File: src/rtl/pin_irq_pkg.sv
package pin_irq_pkg;
    localparam int unsigned CH_DEFAULT = 8;
    localparam logic [7:0] OFF_MODE = 8'h00;
    localparam logic [7:0] OFF_REN  = 8'h04;
    localparam logic [7:0] OFF_RSET = 8'h08;
    localparam logic [7:0] OFF_RCLR = 8'h0C;
    localparam logic [7:0] OFF_FEN  = 8'h10;
    localparam logic [7:0] OFF_FSET = 8'h14;
    localparam logic [7:0] OFF_FCLR = 8'h18;
    localparam logic [7:0] OFF_RDET = 8'h1C;
    localparam logic [7:0] OFF_FDET = 8'h20;
    localparam logic [7:0] OFF_STAT = 8'h24;
endpackage

File: src/rtl/pin_irq_sync.sv
module pin_irq_sync #(
    parameter int unsigned W      = 8,
    parameter int unsigned STAGES = 2
) (
    input  logic         clk,
    input  logic         rst_n,
    input  logic [W-1:0] d_i,
    output logic [W-1:0] q_o
);
    logic [W-1:0] stg_d [STAGES];
    logic [W-1:0] stg_q [STAGES];

    always_comb begin
        stg_d[0] = d_i;
        for (int i = 1; i < STAGES; i++) stg_d[i] = stg_q[i-1];
    end

    generate
        for (genvar g = 0; g < STAGES; g++) begin : g_stage
            always_ff @(posedge clk or negedge rst_n) begin
                if (!rst_n) stg_q[g] <= '0;
                else        stg_q[g] <= stg_d[g];
            end
        end
    endgenerate

    assign q_o = stg_q[STAGES-1];
endmodule

File: src/rtl/pin_irq_edge.sv
module pin_irq_edge #(
    parameter int unsigned W = 8
) (
    input  logic         clk,
    input  logic         rst_n,
    input  logic [W-1:0] s_i,
    output logic [W-1:0] rise_o,
    output logic [W-1:0] fall_o
);
    logic [W-1:0] prev_d, prev_q;

    always_comb begin
        prev_d = s_i;
        rise_o = s_i & ~prev_q;
        fall_o = ~s_i & prev_q;
    end

    always_ff @(posedge clk or negedge rst_n) begin
        if (!rst_n) prev_q <= '0;
        else        prev_q <= prev_d;
    end
endmodule

File: src/rtl/pin_irq_regs.sv
module pin_irq_regs
    import pin_irq_pkg::*;
#(
    parameter int unsigned N_CH   = CH_DEFAULT,
    parameter int unsigned ADDR_W = 6,
    parameter int unsigned DATA_W = 32
) (
    input  logic              clk,
    input  logic              rst_n,
    input  logic              psel,
    input  logic              penable,
    input  logic              pwrite,
    input  logic [ADDR_W-1:0] paddr,
    input  logic [N_CH-1:0]   wdata_i,
    output logic [DATA_W-1:0] prdata,
    input  logic [N_CH-1:0]   pin_s_i,
    input  logic [N_CH-1:0]   rise_ev_i,
    input  logic [N_CH-1:0]   fall_ev_i,
    output logic [N_CH-1:0]   mode_o,
    output logic [N_CH-1:0]   ena_r_o,
    output logic [N_CH-1:0]   ena_f_o,
    output logic [N_CH-1:0]   rise_o,
    output logic [N_CH-1:0]   fall_o,
    output logic [N_CH-1:0]   stat_o
);
    typedef struct packed {
        logic [N_CH-1:0] mode;
        logic [N_CH-1:0] ena_r;
        logic [N_CH-1:0] ena_f;
        logic [N_CH-1:0] rise;
        logic [N_CH-1:0] fall;
        logic [N_CH-1:0] stat;
    } regs_t;

    regs_t r_d, r_q;
    logic [7:0]      addr8;
    logic            wr;
    logic [N_CH-1:0] ack, rise_set, fall_set, lvl;

    always_comb begin
        addr8    = 8'(paddr);
        wr       = psel & penable & pwrite;
        r_d      = r_q;
        ack      = '0;
        if (wr) begin
            case (addr8)
                OFF_MODE: r_d.mode  = wdata_i;
                OFF_RSET: r_d.ena_r = r_q.ena_r | wdata_i;
                OFF_RCLR: r_d.ena_r = r_q.ena_r & ~wdata_i;
                OFF_FSET: r_d.ena_f = r_q.ena_f | wdata_i;
                OFF_FCLR: r_d.ena_f = r_q.ena_f & ~wdata_i;
                OFF_STAT: ack       = wdata_i & ~r_q.mode;
                default: ;
            endcase
        end
        rise_set = rise_ev_i & r_q.ena_r & ~r_q.mode;
        fall_set = fall_ev_i & r_q.ena_f & ~r_q.mode;
        lvl      = r_q.ena_r & ~(pin_s_i ^ r_q.ena_f);
        r_d.rise = (r_q.rise & ~ack) | rise_set;
        r_d.fall = (r_q.fall & ~ack) | fall_set;
        r_d.stat = (r_q.mode & lvl)
                 | (~r_q.mode & ((r_q.stat & ~ack) | rise_set | fall_set));
    end

    always_ff @(posedge clk or negedge rst_n) begin
        if (!rst_n) r_q <= '0;
        else        r_q <= r_d;
    end

    always_comb begin
        prdata = '0;
        case (addr8)
            OFF_MODE:                     prdata[N_CH-1:0] = r_q.mode;
            OFF_REN, OFF_RSET, OFF_RCLR:  prdata[N_CH-1:0] = r_q.ena_r;
            OFF_FEN, OFF_FSET, OFF_FCLR:  prdata[N_CH-1:0] = r_q.ena_f;
            OFF_RDET:                     prdata[N_CH-1:0] = r_q.rise;
            OFF_FDET:                     prdata[N_CH-1:0] = r_q.fall;
            OFF_STAT:                     prdata[N_CH-1:0] = r_q.stat;
            default: ;
        endcase
    end

    assign mode_o  = r_q.mode;
    assign ena_r_o = r_q.ena_r;
    assign ena_f_o = r_q.ena_f;
    assign rise_o  = r_q.rise;
    assign fall_o  = r_q.fall;
    assign stat_o  = r_q.stat;
endmodule

File: src/rtl/pin_irq_ctrl.sv
module pin_irq_ctrl
    import pin_irq_pkg::*;
#(
    parameter int unsigned N_CH   = CH_DEFAULT,
    parameter int unsigned ADDR_W = 6,
    parameter int unsigned SYNC_N = 2
) (
    input  logic              clk,
    input  logic              rst_n,
    input  logic              psel,
    input  logic              penable,
    input  logic              pwrite,
    input  logic [ADDR_W-1:0] paddr,
    input  logic [31:0]       pwdata,
    output logic [31:0]       prdata,
    input  logic [N_CH-1:0]   pin_i,
    output logic [N_CH-1:0]   irq_o
);
    logic [N_CH-1:0] pin_s_w, rise_ev_w, fall_ev_w;
    logic [N_CH-1:0] mode_w, ena_r_w, ena_f_w, rise_w, fall_w, stat_w;
    logic            unused_hi;

    assign unused_hi = ^pwdata[31:N_CH];

    pin_irq_sync #(.W(N_CH), .STAGES(SYNC_N)) sync_i (
        .clk(clk), .rst_n(rst_n), .d_i(pin_i), .q_o(pin_s_w)
    );

    pin_irq_edge #(.W(N_CH)) edge_i (
        .clk(clk), .rst_n(rst_n), .s_i(pin_s_w),
        .rise_o(rise_ev_w), .fall_o(fall_ev_w)
    );

    pin_irq_regs #(.N_CH(N_CH), .ADDR_W(ADDR_W), .DATA_W(32)) regs_i (
        .clk(clk), .rst_n(rst_n),
        .psel(psel), .penable(penable), .pwrite(pwrite), .paddr(paddr),
        .wdata_i(pwdata[N_CH-1:0]), .prdata(prdata),
        .pin_s_i(pin_s_w), .rise_ev_i(rise_ev_w), .fall_ev_i(fall_ev_w),
        .mode_o(mode_w), .ena_r_o(ena_r_w), .ena_f_o(ena_f_w),
        .rise_o(rise_w), .fall_o(fall_w), .stat_o(stat_w)
    );

    assign irq_o = stat_w;
endmodule

File: config.mk
export PLATFORM = sky130hd
export DESIGN_NAME = pin_irq_ctrl
export DESIGN_NICKNAME = d
export VERILOG_FILES = /design/src/rtl/pin_irq_pkg.sv /design/src/rtl/pin_irq_sync.sv /design/src/rtl/pin_irq_edge.sv /design/src/rtl/pin_irq_regs.sv /design/src/rtl/pin_irq_ctrl.sv
export SDC_FILE = /design/constraint.sdc
export NUM_CORES = 1
export LEC_CHECK = 0
export BUFFER_PORTS_ARGS = -buffer_cell sky130_fd_sc_hd__buf_4
export CORE_UTILIZATION = 40
export CTS_CLUSTER_DIAMETER = 80
export DETAILED_ROUTE_END_ITERATION = 12
export HOLD_SLACK_MARGIN = 0.02
export SYNTH_ARGS = -nofsm -noshare
export SYNTH_HDL_FRONTEND = slang
export SYNTH_SLANG_ARGS = --single-unit
File: constraint.sdc
create_clock -name clk -period 3.1 [get_ports clk]
set_input_delay 0.62 -clock clk [delete_from_list [all_inputs] [get_ports clk]]
set_output_delay 0.62 -clock clk [all_outputs]
set_load 0.005 [all_outputs]
# --- Yosys cells after proc, flatten, opt, wreduce, memory -nomap -nowiden ---
# Cells that the tools add are included.
totals:
  reg_bits: 72
  inputBits: 51
  output_inout_bits: 40
  elab_cells: 63
op_classes:
  eq_ne: 9
  n_mux: 5
  n_bitwise: 31
  n_reduce_logical: 9
op_table:
  columns: ["op", "count"]
  rows:
  - ["bitwise AND 8 bit", 15]
  - ["OR 8 bit", 7]
  - ["inverter 8 bit", 6]
  - ["case mux 8 bit (6 select lines)", 1]
  - ["case mux 8 bit (2 select lines)", 2]
  - ["equality test 6 x 5 -> 1 bit, second input constant", 4]
  - ["2-to-1 mux 8 bit", 2]
  - ["equality test 6 x 4 -> 1 bit, second input constant", 2]
  - ["equality test 6 bit, second input constant", 2]
  - ["zero test 8 bit", 1]
  - ["XOR 8 bit", 1]
  - ["equality test 6 x 3 -> 1 bit, second input constant", 1]
  - ["zero test 6 bit", 1]
  - ["AND reduction 2 bit", 3]
  - ["OR reduction 3 bit", 2]
  - ["nonzero test 2 bit", 2]
  - ["bitwise AND 1 bit", 2]

# --- Longest topological paths before layout ---
depth:
  ltp_word: 10
  mapped_depth: 5
  ltp_nobuf: 3

# --- Hierarchy ---
# Synthesis repeated with hierarchy kept, for this count alone.
unflattened:
  hier_cells: 354
  hier_area_um2: 3836.2
by_module_without_submodules:
  columns: ["mod", "instances", "cells_each", "area_each_um2", "seq_area_each_um2"]
  rows:
  - ["pin_irq_regs", 1, 314, 3095.5, 1201.2]
  - ["pin_irq_sync", 1, 16, 400.4, 400.4]
  - ["pin_irq_edge", 1, 24, 340.3, 200.2]

# --- Worst setup path after synthesis ---
# OpenSTA, ideal clock, no wires.
synth_path:
  path_type: "input port to output port"
  start: "input paddr[5]"
  end: "output prdata[0]"
  arrival_time_ns: 1.468
  t_required_ns: 2.480
  slack_ns: 1.012
  cell_stages: 4
  path_buffers: 1
  path_cell_list: "nor4_4 > buf_4 > o21ai_0 > o2111ai_1"
synth_between:
  elab_chain_cells: 3
  word_cells_on_any_way: 13
  classes_between: "eq/ne (9); mux (1); reduce/logical (3)"
synth_lines:
  columns: ["element", "line_no", "text"]
  rows:
  - ["start: declaration", "pin_irq_ctrl.sv:13", "input logic [ADDR_W-1:0] paddr,"]
  - ["equality test 6 x 5 -> 1 bit, or another cell as far along", "pin_irq_regs.sv:72", "case (addr8)"]
  - ["OR reduction 3 bit", "pin_irq_regs.sv:72", null]
  - ["case mux 8 bit (6 select lines) *", "pin_irq_regs.sv:72", null]
  - ["end: declaration", "pin_irq_ctrl.sv:15", "output logic [31:0] prdata,"]
# Mark *: on every way between the ends. The rest lies on a longest branch, timed or not.

# --- Final worst setup path ---
layout_path:
  start: "input paddr[2]"
  end: "output prdata[5]"
# The elaborated chain is that of the path after synthesis.

==> results.py <==
metrics = {
    "floorplan": {
        "die-area_um2": 9600,
        "core_area_um2": 8806,
        "die_w_um": 97.98,
        "io_pins": 91,
        "die_h_um": 97.98,
        "initial_core_util_pct": 41.84,
        "rows": 34,
    },
    "cts": {
        "cts_setup_buffers": 0,
        "cts_made_buffers": 9,
        "path_clk_slew_ns": 0.07,
        "hold_buffers": 0,
        "cts_root_buf": "clkbuf_8",
        "cts_tree": "yes",
        "cts_resized": 0,
        "clock_sinks": 72,
        "worstSkewPairLatency_ns": 0.35,
        "htree_num_levels": 3,
        "cts_max_path_buffers": 2,
    },
    "global_route": {
        "grt_overflow_total": 0,
        "grt_max_degree": 73,
        "grt_use_total_pct": 18.63,
        "grt_pass1_wl_um": 13880,
        "antenna_found_initial": 0,
        "grt_pass1_vias": 2612,
    },
    "pwr": {
        "finalPower_uw": 2503,
        "leakagePower_uw": 0.001955,
        "powerDensity_nw_per_um2": 586.4,
        "ir_worst_vdd_uv": 270.7,
    },
    "min_path": {
        "hp-class": "register to register",
    },
    "status": {
        "violations": "DRC",
        "status": "finished with violations",
    },
    "sta": {
        "rsz0062_at_grt": "false",
        "finClkSkew_ns": 0.005288,
        "worst_pin_slew_ns": 0.9124,
        "period_share_pct": 81.22,
        "hold-worst-slack_ns": 0.3456,
        "slew_headroom_pct": 39.17,
        "hold_viol": 0,
        "fin_crit_ns": 2.518,
        "setup_viol": 0,
        "fin_tns_setup_ns": 0,
        "drv_slew": 0,
        "fmaxAchievable_mhz": 397.2,
    },
    "finish": {
        "diodes": 0,
        "fin_util_pct": 48.48,
        "area_delta_synth_final_pct": 15.86,
        "num-fill-cells": 823,
        "final_nets": 421,
        "drive_gt1_share_pct": 22.40,
    },
    "detailed_routing": {
        "wire_per_inst_um": 17.18,
        "vias_per_cell": 5.735,
        "wirelength_um": 8297,
        "drt-pass1-iter-count": 10,
        "route.vias.total": 2770,
        "dr.first_iter.drc_count": 174,
        "drcViolationCount": 10,
        "ant_nets": 0,
    },
    "synth": {
        "yosys_warnings": 0,
        "yosysTopAreaCell": "dfrtp_1",
        "ys.flop_type": "dfrtp_1",
        "synthTopCellsByCount": "72 x dfrtp_1, 26 x buf_4, 22 x nand3_1",
        "postSynthCellCount": 327,
        "synth_top_area_share_pct": 48.90,
        "synthArstFlopShare_pct": 100.0,
        "synthTopCellsByArea": "dfrtp_1 49%, buf_4 5.3%, mux2_2 4.3%",
        "synthDistinctLibCells": 44,
        "ys_ff_latch": 72,
        "postSynthAreaPerCell_um2": 11.27,
        "synth-seq-area-share_pct": 48.90,
        "syn-cell-area_um2": 3685,
        "synth_edf_count": 0,
        "synth_most_common_cell": "dfrtp_1",
    },
    "worst_setup_path": {
        "timing.critical_path.required_ns": 2.48,
        "crit_path_end_kind": "output pin",
        "worst-setup-path-type": "input pin to output pin",
        "reg2reg_slack_ns": 1.83,
        "worstPathArrival_ns": 1.90,
        "critPathLaunchType": "input pin",
        "critPathMaxFanout": 29,
    },
    "run": {
        "cap_violations": 0,
    },
    "placed_design": {
        "numPortBuffers": 42,
        "gp_congestion": 0.7648,
        "dp.final_hpwl_um": 5260,
    },
}
power breakdown:
| group | internal (µW) | switching, µW | leakage (µW) |
|---|---|---|---|
| registers | 1070 | 113 | 0.000864 |
| clock network | 557 | 350 | 0.000124 |
| logic | 228 | 181 | 0.000968 |
kinds of logic after synthesis:
group                  synth area share [%]
AND/OR/NAND/NOR                       19.25
AO/OA/AOI/OAI                         15.04
multiplexers                          7.334
flip-flops                            48.90
XOR/XNOR                              1.664
other                                0.1018
buffers and inverters                 7.708
critical path, stage by stage:
cell and delay [ns]:
buf_4 0.21, nor2_1 0.40, buf_4 0.26, nand3_1 0.09
o2111ai_1 0.14, buf_4 0.16
layer usage:
layer  vias to the layer above  part of all wire (%)  track usage, %
met5                         -                     0               0
met3                        14                   5.2           4.868
li1                       1286                     -               -
met4                         0                   1.7           6.294
met1                      1382                    46           25.78
met2                        88                    47           28.33
cells in the final DEF, fill, tap and decap left out, types with 2 or more instances in the layout:
| cell | count |
|---|---|
| dfrtp_1 | 72 |
| buf_4 | 50 |
| conb_1 | 24 |
| nand3_1 | 22 |
| nand4_1 | 15 |
| o21ai_0 | 15 |
| mux2_2 | 14 |
| nor2b_1 | 12 |
| nor3b_1 | 11 |
| clkbuf_8 | 10 |
| a21o_1 | 9 |
| o21a_1 | 9 |
| mux2i_1 | 9 |
| a41oi_1 | 8 |
| o2111ai_1 | 8 |
| nor4bb_1 | 7 |
| inv_1 | 7 |
| nand2b_1 | 7 |
| a31oi_1 | 7 |
| nand2_1 | 6 |
| xnor2_1 | 6 |
| and4_1 | 5 |
| a41o_1 | 4 |
| and3_1 | 3 |
| or4bb_1 | 3 |
| o32ai_1 | 3 |
| o31a_1 | 3 |
| bufinv_16 | 3 |
| nor4b_4 | 2 |
| nor3_1 | 2 |
| a311oi_1 | 2 |
| nor2_1 | 2 |
| mux2_1 | 2 |
cell type report:
class	instances	area, µm²	area share (%)
flip-flops and latches	72	1802	42.20
multi-input cells	230	1685	39.48
well taps	108	135.1	3.165
repair buffers	50	375.4	8.793
clock inverters	5	103.9	2.433
clock buffers	11	141.4	3.312
inverters	7	26.28	0.6155
per-stage QoR:
step,cell area [µm²],instances,setup slack (ns)
floorplan,3771,350,1.012
global placement,4024,467,0.6482
detailed placement,4024,467,0.5977
CTS,4269,483,0.5933
global route,4269,483,0.4934
finish,4269,483,0.5823
worst paths after layout:
check,start,endpoint,cells after the start
setup / recovery,paddr[2],prdata[5],6
max in group asynchronous,rst_n,regs_i.fall_o[6],1
hold reg to reg,sync_i.stg_d[3],sync_i.q_o[3],0
min in group asynchronous,rst_n,regs_i.stat_o[7],1
setup reg to reg,regs_i.mode_o[5],regs_i.stat_o[5],3
hold / removal,sync_i.stg_d[3],sync_i.q_o[3],0
Note: power is estimated with default switching activity, not from simulation.
